$ cat src/rtl/cfg_unlock_pkg.sv
package cfg_unlock_pkg;
  localparam int ADDR_W   = 4;
  localparam int NIB_W    = 4;
  localparam int NUM_ADDR = 1 << ADDR_W;

  // Addresses that own an output slot: 0..9, 11, 12, 15
  localparam logic [NUM_ADDR-1:0] OUT_MASK = 16'b1001_1011_1111_1111;

  function automatic int countSet(input logic [NUM_ADDR-1:0] m, input int upto);
    int n;
    n = 0;
    for (int i = 0; i < NUM_ADDR; i++) begin
      if (i < upto && m[i]) n++;
    end
    return n;
  endfunction

  localparam int NUM_OUT = countSet(OUT_MASK, NUM_ADDR);
  localparam int OUT_W   = NUM_OUT * NIB_W;

  typedef struct packed {
    logic               latchOpen;
    logic [NUM_OUT-1:0] slotWr;
  } ctlStb_t;
endpackage

$ cat src/rtl/cfg_unlock_ctrl.sv
module cfg_unlock_ctrl
  import cfg_unlock_pkg::*;
#(
  parameter int UNLOCK_WRITES = 32
) (
  input  logic              clk,
  input  logic              rstN,
  input  logic              wrStb,
  input  logic [ADDR_W-1:0] wrAddr,
  output ctlStb_t           stb
);
  localparam int CNT_W = $clog2(UNLOCK_WRITES + 1);
  localparam logic [CNT_W-1:0] CNT_MAX = CNT_W'(UNLOCK_WRITES);

  logic             stbPrev;
  logic             fire;
  logic [CNT_W-1:0] wrCnt;

  assign fire = wrStb & ~stbPrev;

  always_ff @(posedge clk or negedge rstN) begin
    if (!rstN) begin
      stbPrev <= 1'b0;
      wrCnt   <= '0;
    end else begin
      stbPrev <= wrStb;
      if (fire && (wrCnt != CNT_MAX)) wrCnt <= wrCnt + 1'b1;
    end
  end

  assign stb.latchOpen = (wrCnt == CNT_MAX);

  for (genvar a = 0; a < NUM_ADDR; a++) begin : gDec
    if (OUT_MASK[a]) begin : gReal
      localparam int SLOT = countSet(OUT_MASK, a);
      assign stb.slotWr[SLOT] = fire && (wrAddr == ADDR_W'(a));
    end
  end
endmodule

$ cat src/rtl/cfg_unlock_dp.sv
module cfg_unlock_dp
  import cfg_unlock_pkg::*;
#(
  parameter logic [OUT_W-1:0] OUT_RST_VAL = '0
) (
  input  logic             clk,
  input  ctlStb_t          stb,
  input  logic [NIB_W-1:0] wrData,
  output logic [OUT_W-1:0] cfgOut
);
  for (genvar s = 0; s < NUM_OUT; s++) begin : gSlot
    logic [NIB_W-1:0] progReg;

    // Programming registers carry no reset on purpose
    always_ff @(posedge clk) begin
      if (stb.slotWr[s]) progReg <= wrData;
    end

    assign cfgOut[s*NIB_W +: NIB_W] =
      stb.latchOpen ? progReg : OUT_RST_VAL[s*NIB_W +: NIB_W];
  end
endmodule

$ cat src/rtl/cfg_unlock_bank.sv
module cfg_unlock_bank
  import cfg_unlock_pkg::*;
#(
  parameter int               UNLOCK_WRITES = 32,
  parameter logic [OUT_W-1:0] OUT_RST_VAL   = 52'h0_1234_5678_9ABC
) (
  input  logic              clk,
  input  logic              rstN,
  input  logic              wrStb,
  input  logic [ADDR_W-1:0] wrAddr,
  input  logic [NIB_W-1:0]  wrData,
  output logic [OUT_W-1:0]  cfgOut,
  output logic              unlocked
);
  ctlStb_t stb;

  cfg_unlock_ctrl #(.UNLOCK_WRITES(UNLOCK_WRITES)) uCtrl (
    .clk    (clk),
    .rstN   (rstN),
    .wrStb  (wrStb),
    .wrAddr (wrAddr),
    .stb    (stb)
  );

  cfg_unlock_dp #(.OUT_RST_VAL(OUT_RST_VAL)) uDp (
    .clk    (clk),
    .stb    (stb),
    .wrData (wrData),
    .cfgOut (cfgOut)
  );

  assign unlocked = stb.latchOpen;
endmodule

$ cat config.mk
export PLATFORM = sky130hd
export DESIGN_NAME = cfg_unlock_bank
export DESIGN_NICKNAME = d
export VERILOG_FILES = /design/src/rtl/cfg_unlock_pkg.sv /design/src/rtl/cfg_unlock_ctrl.sv /design/src/rtl/cfg_unlock_dp.sv /design/src/rtl/cfg_unlock_bank.sv
export SDC_FILE = /design/constraint.sdc
export NUM_CORES = 1
export LEC_CHECK = 0
export ABC_AREA = 1
export BUFFER_PORTS_ARGS = -buffer_cell sky130_fd_sc_hd__buf_2
export CAP_MARGIN = 5
export CORE_UTILIZATION = 25
export CTS_CLUSTER_DIAMETER = 120
export CTS_CLUSTER_SIZE = 14
export DETAILED_ROUTE_END_ITERATION = 6
export GPL_TIMING_DRIVEN = 0
export HOLD_SLACK_MARGIN = 0.02
export SYNTH_ARGS = -nofsm -noshare
export SYNTH_HDL_FRONTEND = slang
export SYNTH_SLANG_ARGS = --single-unit
$ cat constraint.sdc
create_clock -name clk -period 1.5 [get_ports clk]
set_clock_uncertainty 0.2 [all_clocks]
set_input_delay 0.225 -clock clk [delete_from_list [all_inputs] [get_ports clk]]
set_output_delay 0.225 -clock clk [all_outputs]
set_load 0.01 [all_outputs]
==> metrics list, run 1 <==
* Most used cells in the layout excluding fill and tap cells: edfxtp_1 (52), buf_2 (51), inv_1 (39), nor2_4 (31), nand2_1 (20)
- In the synthesized netlist, mux cells make up 0% of the area.
- Count of pins over their slew limit: 0
- The clock passes through at most 2 buffers.
* DP HPWL: between 4 and 5 mm
- Kind of start point of the critical path: register
* Total power draw: ~3800 µW
- For this run, the total global-route usage over all layers was measured as a little under an eighth.
- Type of the tightest min-delay check: input pin to asynchronous set/reset pin
- Width of the die: a little over 100 µm
- Sequential cells were found to cover between 60% and 70% of the synthesized design area.
- Slew of the pin with the lowest slew margin: between 300 and 400 ps
* CTS sink count: ~60
- In this run the count of I/O pins placed on the die edge is 64.
* TritonCTS clock tree: built
- The finished cells cover between 3000 and 4000 µm².
- Share of the synthesized area in the top cell type: 60.61%
- Type of the worst setup path: register to output pin
- After synthesis, the largest family of logic cells by area is simple AND/OR/NAND/NOR gates.
* Compound-cell area share of the yosys netlist: less than 1%
- Adder-Cell Fraction of Synth Area: 0.9713%
- Number of buffers added on ports: 63
- Measured against its own limit, the worst slew margin works out to between 70% and 80%.
- Detailed-route wire length: 5.858 mm
- Post-Synthesis Net Count: about 230
* Leading cell type in the layout, fill and taps excluded: edfxtp_1
- First-pass GRT wire length: slightly above 9 mm
- Once placement finished, the instance area stood at roughly 3200 µm².
- Failing checks: setup timing
- Ratio of final minimum period to clock period: 135.2%
- Setup repair after global routing could not meet its margin everywhere.
- Summing the areas of all xor and xnor instances in the mapped netlist gives less than 1% of the synthesized area.
* DR pass1 iterations: 4
* Power per unit of standard cell area: ~1000 nW/µm²
- Clock edge transition at the registers on the reported setup and hold paths: roughly 60 ps
* Number of cells on the worst reg-to-reg path: 5
- Die area: between 10000 and 15000 µm²
- Counting every instance in the synthesized netlist gives 219.
- Worst skew pair latency: 320 ps
* Fin nets: between 300 and 400
- Max-cap violations in this run came to 0.
* Max Freq: around 500 MHz
* Number of different library cells in the post-synthesis netlist: 18
- Number of flip-flops and latches in the synthesized netlist: 59
- The initial utilization of the core area, before any placement, comes to 26.12%.
- The startpoint identified for the worst register-to-register timing path is uCtrl.stbPrev.
* Netlist Area Pre-Place: between 2000 and 3000 µm²
* Wire per inst: 12.99 µm
* Clock power share: 36.4%
- Yosys printed 0 warnings.
- Dividing the detail-routed via count by the number of cells gives roughly 3.9.
- Outcome: complete, but fails checks
- IR analysis of the VDD net gives a maximum drop of a little over 0.0008 V.
- The worst setup path is captured at an output pin.
- Sequential share of power: around half
* Pin count of the biggest net entering global routing: 14
* Die extent in y: 103.5 µm
- CP required: 1070 ps
- TritonCTS Buffers: 9
* Critical Path Fanout Max: 10
- R2r endpoint: uDp.gSlot[2].progReg[3]
- Initial detailed-routing violation count: 76
- The count of nets left with antenna violations once routing finished came out at 0.
* Vias in the first global route: approximately 1800
- Library cell occupying the most area in the post-synthesis netlist: edfxtp_1
* Share of power burned in combinational logic: a little over an eighth
* Final WS setup: -528.6 ps
* Leftover overflow at the end of global routing: 0
- Synth area leaders: edfxtp_1 (61%), dfrtp_1 (6.8%), inv_1 (6.1%)
* H-tree levels: 3
- WP data arrival: between 1500 and 2000 ps
- The core region is 9864 µm².
- Setup violations remaining at the end of the flow were counted as 85.
- Of the total synthesized cell area, the portion taken by AND, OR, NAND and NOR gates is 22.05%.
- After detailed routing, the number of remaining DRC violations is 0.
* Final Hold Violating Endpoints: 0
* Number of antenna violations at the first check in global routing: 2
- Net Sw Power: a little over 900 µW
- Placer congestion estimate: about 0.72
- Share of layout cells above drive strength 1: 53.31%
- Cell-internal power: between 2000 and 3000 µW
- In this run the static leakage power is roughly 0.0016 µW.
* Per-instance average area after synthesis: 11.76 µm²
- Total number of placement rows: 36
- Of the total power, the share spent switching nets is 24.70%.
- Period minus WS final: roughly 2000 ps
- Count of vias placed by the detailed router: about 1800
- The worst register-to-register path has a setup slack of -80 ps.
- CTS Root Buffer Type: clkbuf_8
- From synthesis to final layout, the design area changed by 48.23%.
## worst max-delay path: stages, from the launching register on
cell and delay, ps:
dfrtp_1 390, inv_2 80, ha_4 130, nand3_4 120, buf_6 180, or2_1 230, buf_2 150
## power by group through the flow
stage	Combinational, µW	Clock [µW]	Sequential, µW
after global placement	311	0	1940
after detailed placement	320	0	1940
after CTS	482	1410	1890
final	508	1370	1890
after floorplan	239	0	1930
after global routing	551	1460	1900
## worst max-delay path by stage
stage,cells past startpoint,from,end
2_1_floorplan,6,uCtrl.wrCnt[0],cfgOut[0]
3_3_place_gp,6,uCtrl.wrCnt[0],cfgOut[47]
3_5_place_dp,6,uCtrl.wrCnt[0],cfgOut[47]
4_1_cts,6,uCtrl.wrCnt[0],cfgOut[30]
5_1_grt,6,uCtrl.wrCnt[0],cfgOut[30]
6_report,6,uCtrl.wrCnt[0],cfgOut[30]
## synthesized netlist by cell type, drive strengths merged
| library cell | instances |
|---|---|
| o21ai | 1 |
| nand4 | 3 |
| nor3 | 3 |
| nor2 | 47 |
| inv | 42 |
| edfxtp | 52 |
| or2 | 22 |
| nand3 | 8 |
| dfrtp | 7 |
| nand2 | 24 |
| buf | 7 |
| xnor2 | 1 |
| ha | 2 |
## metrics by stage
step / utilization (%) / hold WS, ps / setup TNS [ps] / instances / setup slack (ps)
after CTS: 36.42 / 67.72 / -27530 / 443 / -527.1
final: 38.71 / 77.98 / -26780 / 451 / -528.6
after floorplan: - / -270.6 / -3570 / 219 / -67.90
after global placement: 32.70 / -129.1 / -17930 / 415 / -291.0
after global routing: 38.71 / 91.59 / -32850 / 451 / -607.8
after detailed placement: 32.70 / -128.0 / -21620 / 415 / -326.3
## final cells by class
class                      count  area (µm²)
sequential                    59        1738
buffer                         7       96.34
antenna                        1       2.502
inverter                      42       160.2
timing repair buffer          82       571.8
clock inverter                 7       68.82
clock buffer                   9       123.9
tap                          133       166.4
fill                         947        6046
multi-input combinational    111       890.9
## logic make-up after synthesis
kind of cell / count (synthesis)
AOI/OAI and AO/OA: 1
and+or+nand+nor: 107
xor gates and xnor gates: 1
adders and majority gates: 2
DFF: 59
buffers and inverters: 49
## layer usage
metal	GRT usage, %	vias up	share of wire (%)	wire, µm
met4	4.451	2	0.75	44
met3	4.342	7	6.0	349
met5	0	-	0.22	13
li1	-	881	-	-
met2	17.98	51	49	2851
met1	13.98	821	44	2599
## sequential cells by signal, indices dropped and copies added, names as in the netlist
register,cells
uCtrl.wrCnt,6
uCtrl.stbPrev,1
uDp.gSlot.progReg,52
## timing repair
action | 4_1_cts | 5_1_grt
buffers inserted | 10 | 6
pin swaps | 6 | 5
gates resized for setup | 20 | 28
endpoints found under the hold margin | 8 | 0
hold buffers | 2 | 0
cloned | 0 | 1
setup endpoints to repair | 105 | 99
No activity file was read; power rests on OpenSTA's default activity.
==> inputs of run 2 (changes only) <==
==> constraint.sdc (replaced) <==
create_clock -name clk -period 2.35 [get_ports clk]
set_clock_uncertainty 0.2 [all_clocks]
set_input_delay 0.3525 -clock clk [delete_from_list [all_inputs] [get_ports clk]]
set_output_delay 0.3525 -clock clk [all_outputs]
set_load 0.01 [all_outputs]
==> run 2 against run 1 <==
Final cell count down 4.0%. Combinational power down 62%. The run now ends clean. Flip-flop and latch count unchanged.
==> metrics list, run 2 (same netlist as run 1, synthesis figures left out) <==
- The flow ran to the end, and the final reports show no timing, DRC or antenna violations.
* Unrepaired setup endpoints after global routing: no
* Leading cell type in the layout, fill and taps excluded: buf_2
- Share of power burned in combinational logic: under 10%
- Fin nets: between 300 and 400
- More flip-flops sit in one register than any other, and that register is uDp.gSlot.progReg.
* IO Pins: 64
- Largest delay share family, worst path: buffers and inverters
- The count of buffers added on input and output ports is 63.
* Ratio of final minimum period to clock period: 97.15%
- First-pass GRT wire length: about 8.5 mm
* Power per unit of standard cell area: approximately 720 nW/µm²
- Width of the die: 103.5 µm
- Detail Route Antenna Nets: 0
- H-tree levels: 3
- Worst skew pair latency: roughly 330 ps
- The routed design has about 5.4 mm of wire.
* Deepest clock path buffer count: 2
- Final total negative setup slack: 0 ps
- In this run, the number of DRC markers left after iteration 0 of detailed routing was 95.
- Share of layout cells above drive strength 1: approximately 33%
- In this run the worst path has a maximum fanout of 10.
- Total power draw: between 2000 and 2500 µW
- DP HPWL: between 3 and 4 mm
- For this run, the detailed router's first-pass iteration total came to 4.
* CTS sink count: between 50 and 60
- Effective utilization at floorplan: 26.12%
* Max Freq: ~440 MHz
- The final number of hold-violating endpoints was 0.
- Buffers inserted during clock tree synthesis total 9.
* Number of antenna violations at the first check in global routing: 0
* Net Sw Power: roughly 530 µW
- For the pin with the worst max-slew slack, the measured transition is a little under 700 ps.
- Pin count of the biggest net entering global routing: 14
- Crit path buf inv count: 3
- Number of cells on the worst reg-to-reg path: 5
- Vias in the first global route: around 1700
- Placer congestion estimate: 0.7273
- Count of vias placed by the detailed router: 1708
- TritonCTS built the clock tree.
- Worst supply voltage drop on vdd: between 0.0002 and 0.0003 V
- Layout-stage area growth over the synthesis result: 27.83%
- DRC: 0
* Die extent in y: roughly 100 µm
* Switching part of the total power: about 22%
* Registers with the most flip-flops: uDp.gSlot.progReg: 52 flops, uCtrl.wrCnt: 6 flops, uCtrl.stbPrev: 1 flops
- CP endpoint kind: output pin
* Setup fix buffers added after clock tree synthesis: 0
- # Max-Cap Violations: 0
* Type of the worst setup path: register to output pin
- Type of the tightest min-delay check: input pin to asynchronous set/reset pin
- Global routing usage summed across all routing layers: 10.56%
* Total number of placement rows: 36
- The slowest stage of the critical path is the dfrtp_1 cell.
* Sequential share of power: between 50 and 60%
- The top cell types in the final layout, fill and taps aside, are buf_2 (64), edfxtp_1 (52), inv_1 (42), nor2_1 (35), nand2_1 (24).
- Worst relative slew slack: between 50% and 60%
- Layout Utilization: between 30 and 40%
- Final WS setup: 67.03 ps
- The internal power of the cells totals around 1800 µW.
- The core region is between 9000 and 10000 µm².
- Clock power share: between 40% and 50%
- The endpoint identified for the worst register-to-register timing path is uDp.gSlot[3].progReg[1].
* Period minus WS final: ~2300 ps
- In this run the static leakage power is between 0.001 and 0.0015 µW.
- Summed over all layers, the global routing overflow is 0.
- In this run the critical register-to-register path is launched from uCtrl.stbPrev.
- The critical path goes through inv_1, ha_2, nand3_4, buf_6, or2_1, buf_2.
- The repair_antennas step left the layout with diodes totalling 0.
* CTS Root Buffer Type: clkbuf_8
- Kind of start point of the critical path: register
* CP required: 1800 ps
- Final setup fails: 0
- Worst setup timing slack at the placement stage: between 300 and 400 ps
- For this run, the slowest stage of the critical path takes ~430 ps.
- For flop-to-flop paths, the worst setup slack is approximately 430 ps.
- Via density: 3.945
- Count of pins over their slew limit: 0
* WP data arrival: 1730 ps
* Die area: 10710 µm²
* Clock edge transition at the registers on the reported setup and hold paths: roughly 70 ps
- Wire per inst: 12.53 µm
* Max reg flops: 52
[run 2: cell count changes in the layout (fill, tap and decap cells not counted), moves of 13 or more]
cell / delta
buf_2: +13
nor2_1: +27
nor2_4: -21
or2_1: +13
buf_4: -15
or2_4: -13
[run 2: through the flow]
| step | cell area [µm²] | instances | hold slack, ps |
|---|---|---|---|
| detailed placement | 3058 | 415 | -0.3329 |
| global route | 3293 | 433 | 194.2 |
| CTS | 3286 | 433 | 189.0 |
| finish | 3293 | 433 | 195.9 |
| floorplan | 2576 | 219 | -143.1 |
| global placement | 3058 | 415 | -1.559 |
[run 2: repair_timing]
item,4_1_cts,5_1_grt
hold endpoints to repair,8,0
hold buffers,2,0
endpoints found under the setup margin,0,6
resized for setup,0,3
[run 2: routing by layer]
layer | global-route usage (%) | vias up | wire length (µm)
met5 | 0 | - | 0
met4 | 6.522 | 0 | 93
li1 | - | 838 | -
met3 | 2.517 | 9 | 351
met1 | 12.73 | 799 | 2444
met2 | 17.02 | 62 | 2534
[run 2: how the worst max path moves through the flow]
stage | depth (start not counted) | endpoint | slack, ps | startpoint
after floorplan | 6 | cfgOut[0] | 650 | uCtrl.wrCnt[0]
after CTS | 6 | cfgOut[28] | 40 | uCtrl.wrCnt[0]
final | 6 | cfgOut[19] | 70 | uCtrl.wrCnt[0]
after detailed placement | 7 | uDp.gSlot[3].progReg[1] | 320 | wrStb
after global placement | 7 | uDp.gSlot[3].progReg[2] | 410 | wrStb
after global routing | 6 | cfgOut[19] | 2 | uCtrl.wrCnt[0]
[run 2: final cells by class]
type                       count  area [µm²]
tap                          133       166.4
buffer                         7       77.57
sequential                    59        1737
clock inverter                 6       80.08
inverter                      42       157.7
fill                        1002        6571
timing repair buffer          65       335.3
multi-input combinational    111       611.8
clock buffer                  10       127.6
[run 2: power by group through the flow]
stage	Sequential [µW]	Clock, µW	Combinational (µW)
2_1_floorplan	1230	0	139
3_3_place_gp	1240	0	182
3_5_place_dp	1240	0	190
4_1_cts	1220	994	196
5_1_grt	1230	1040	222
6_report	1220	966	194
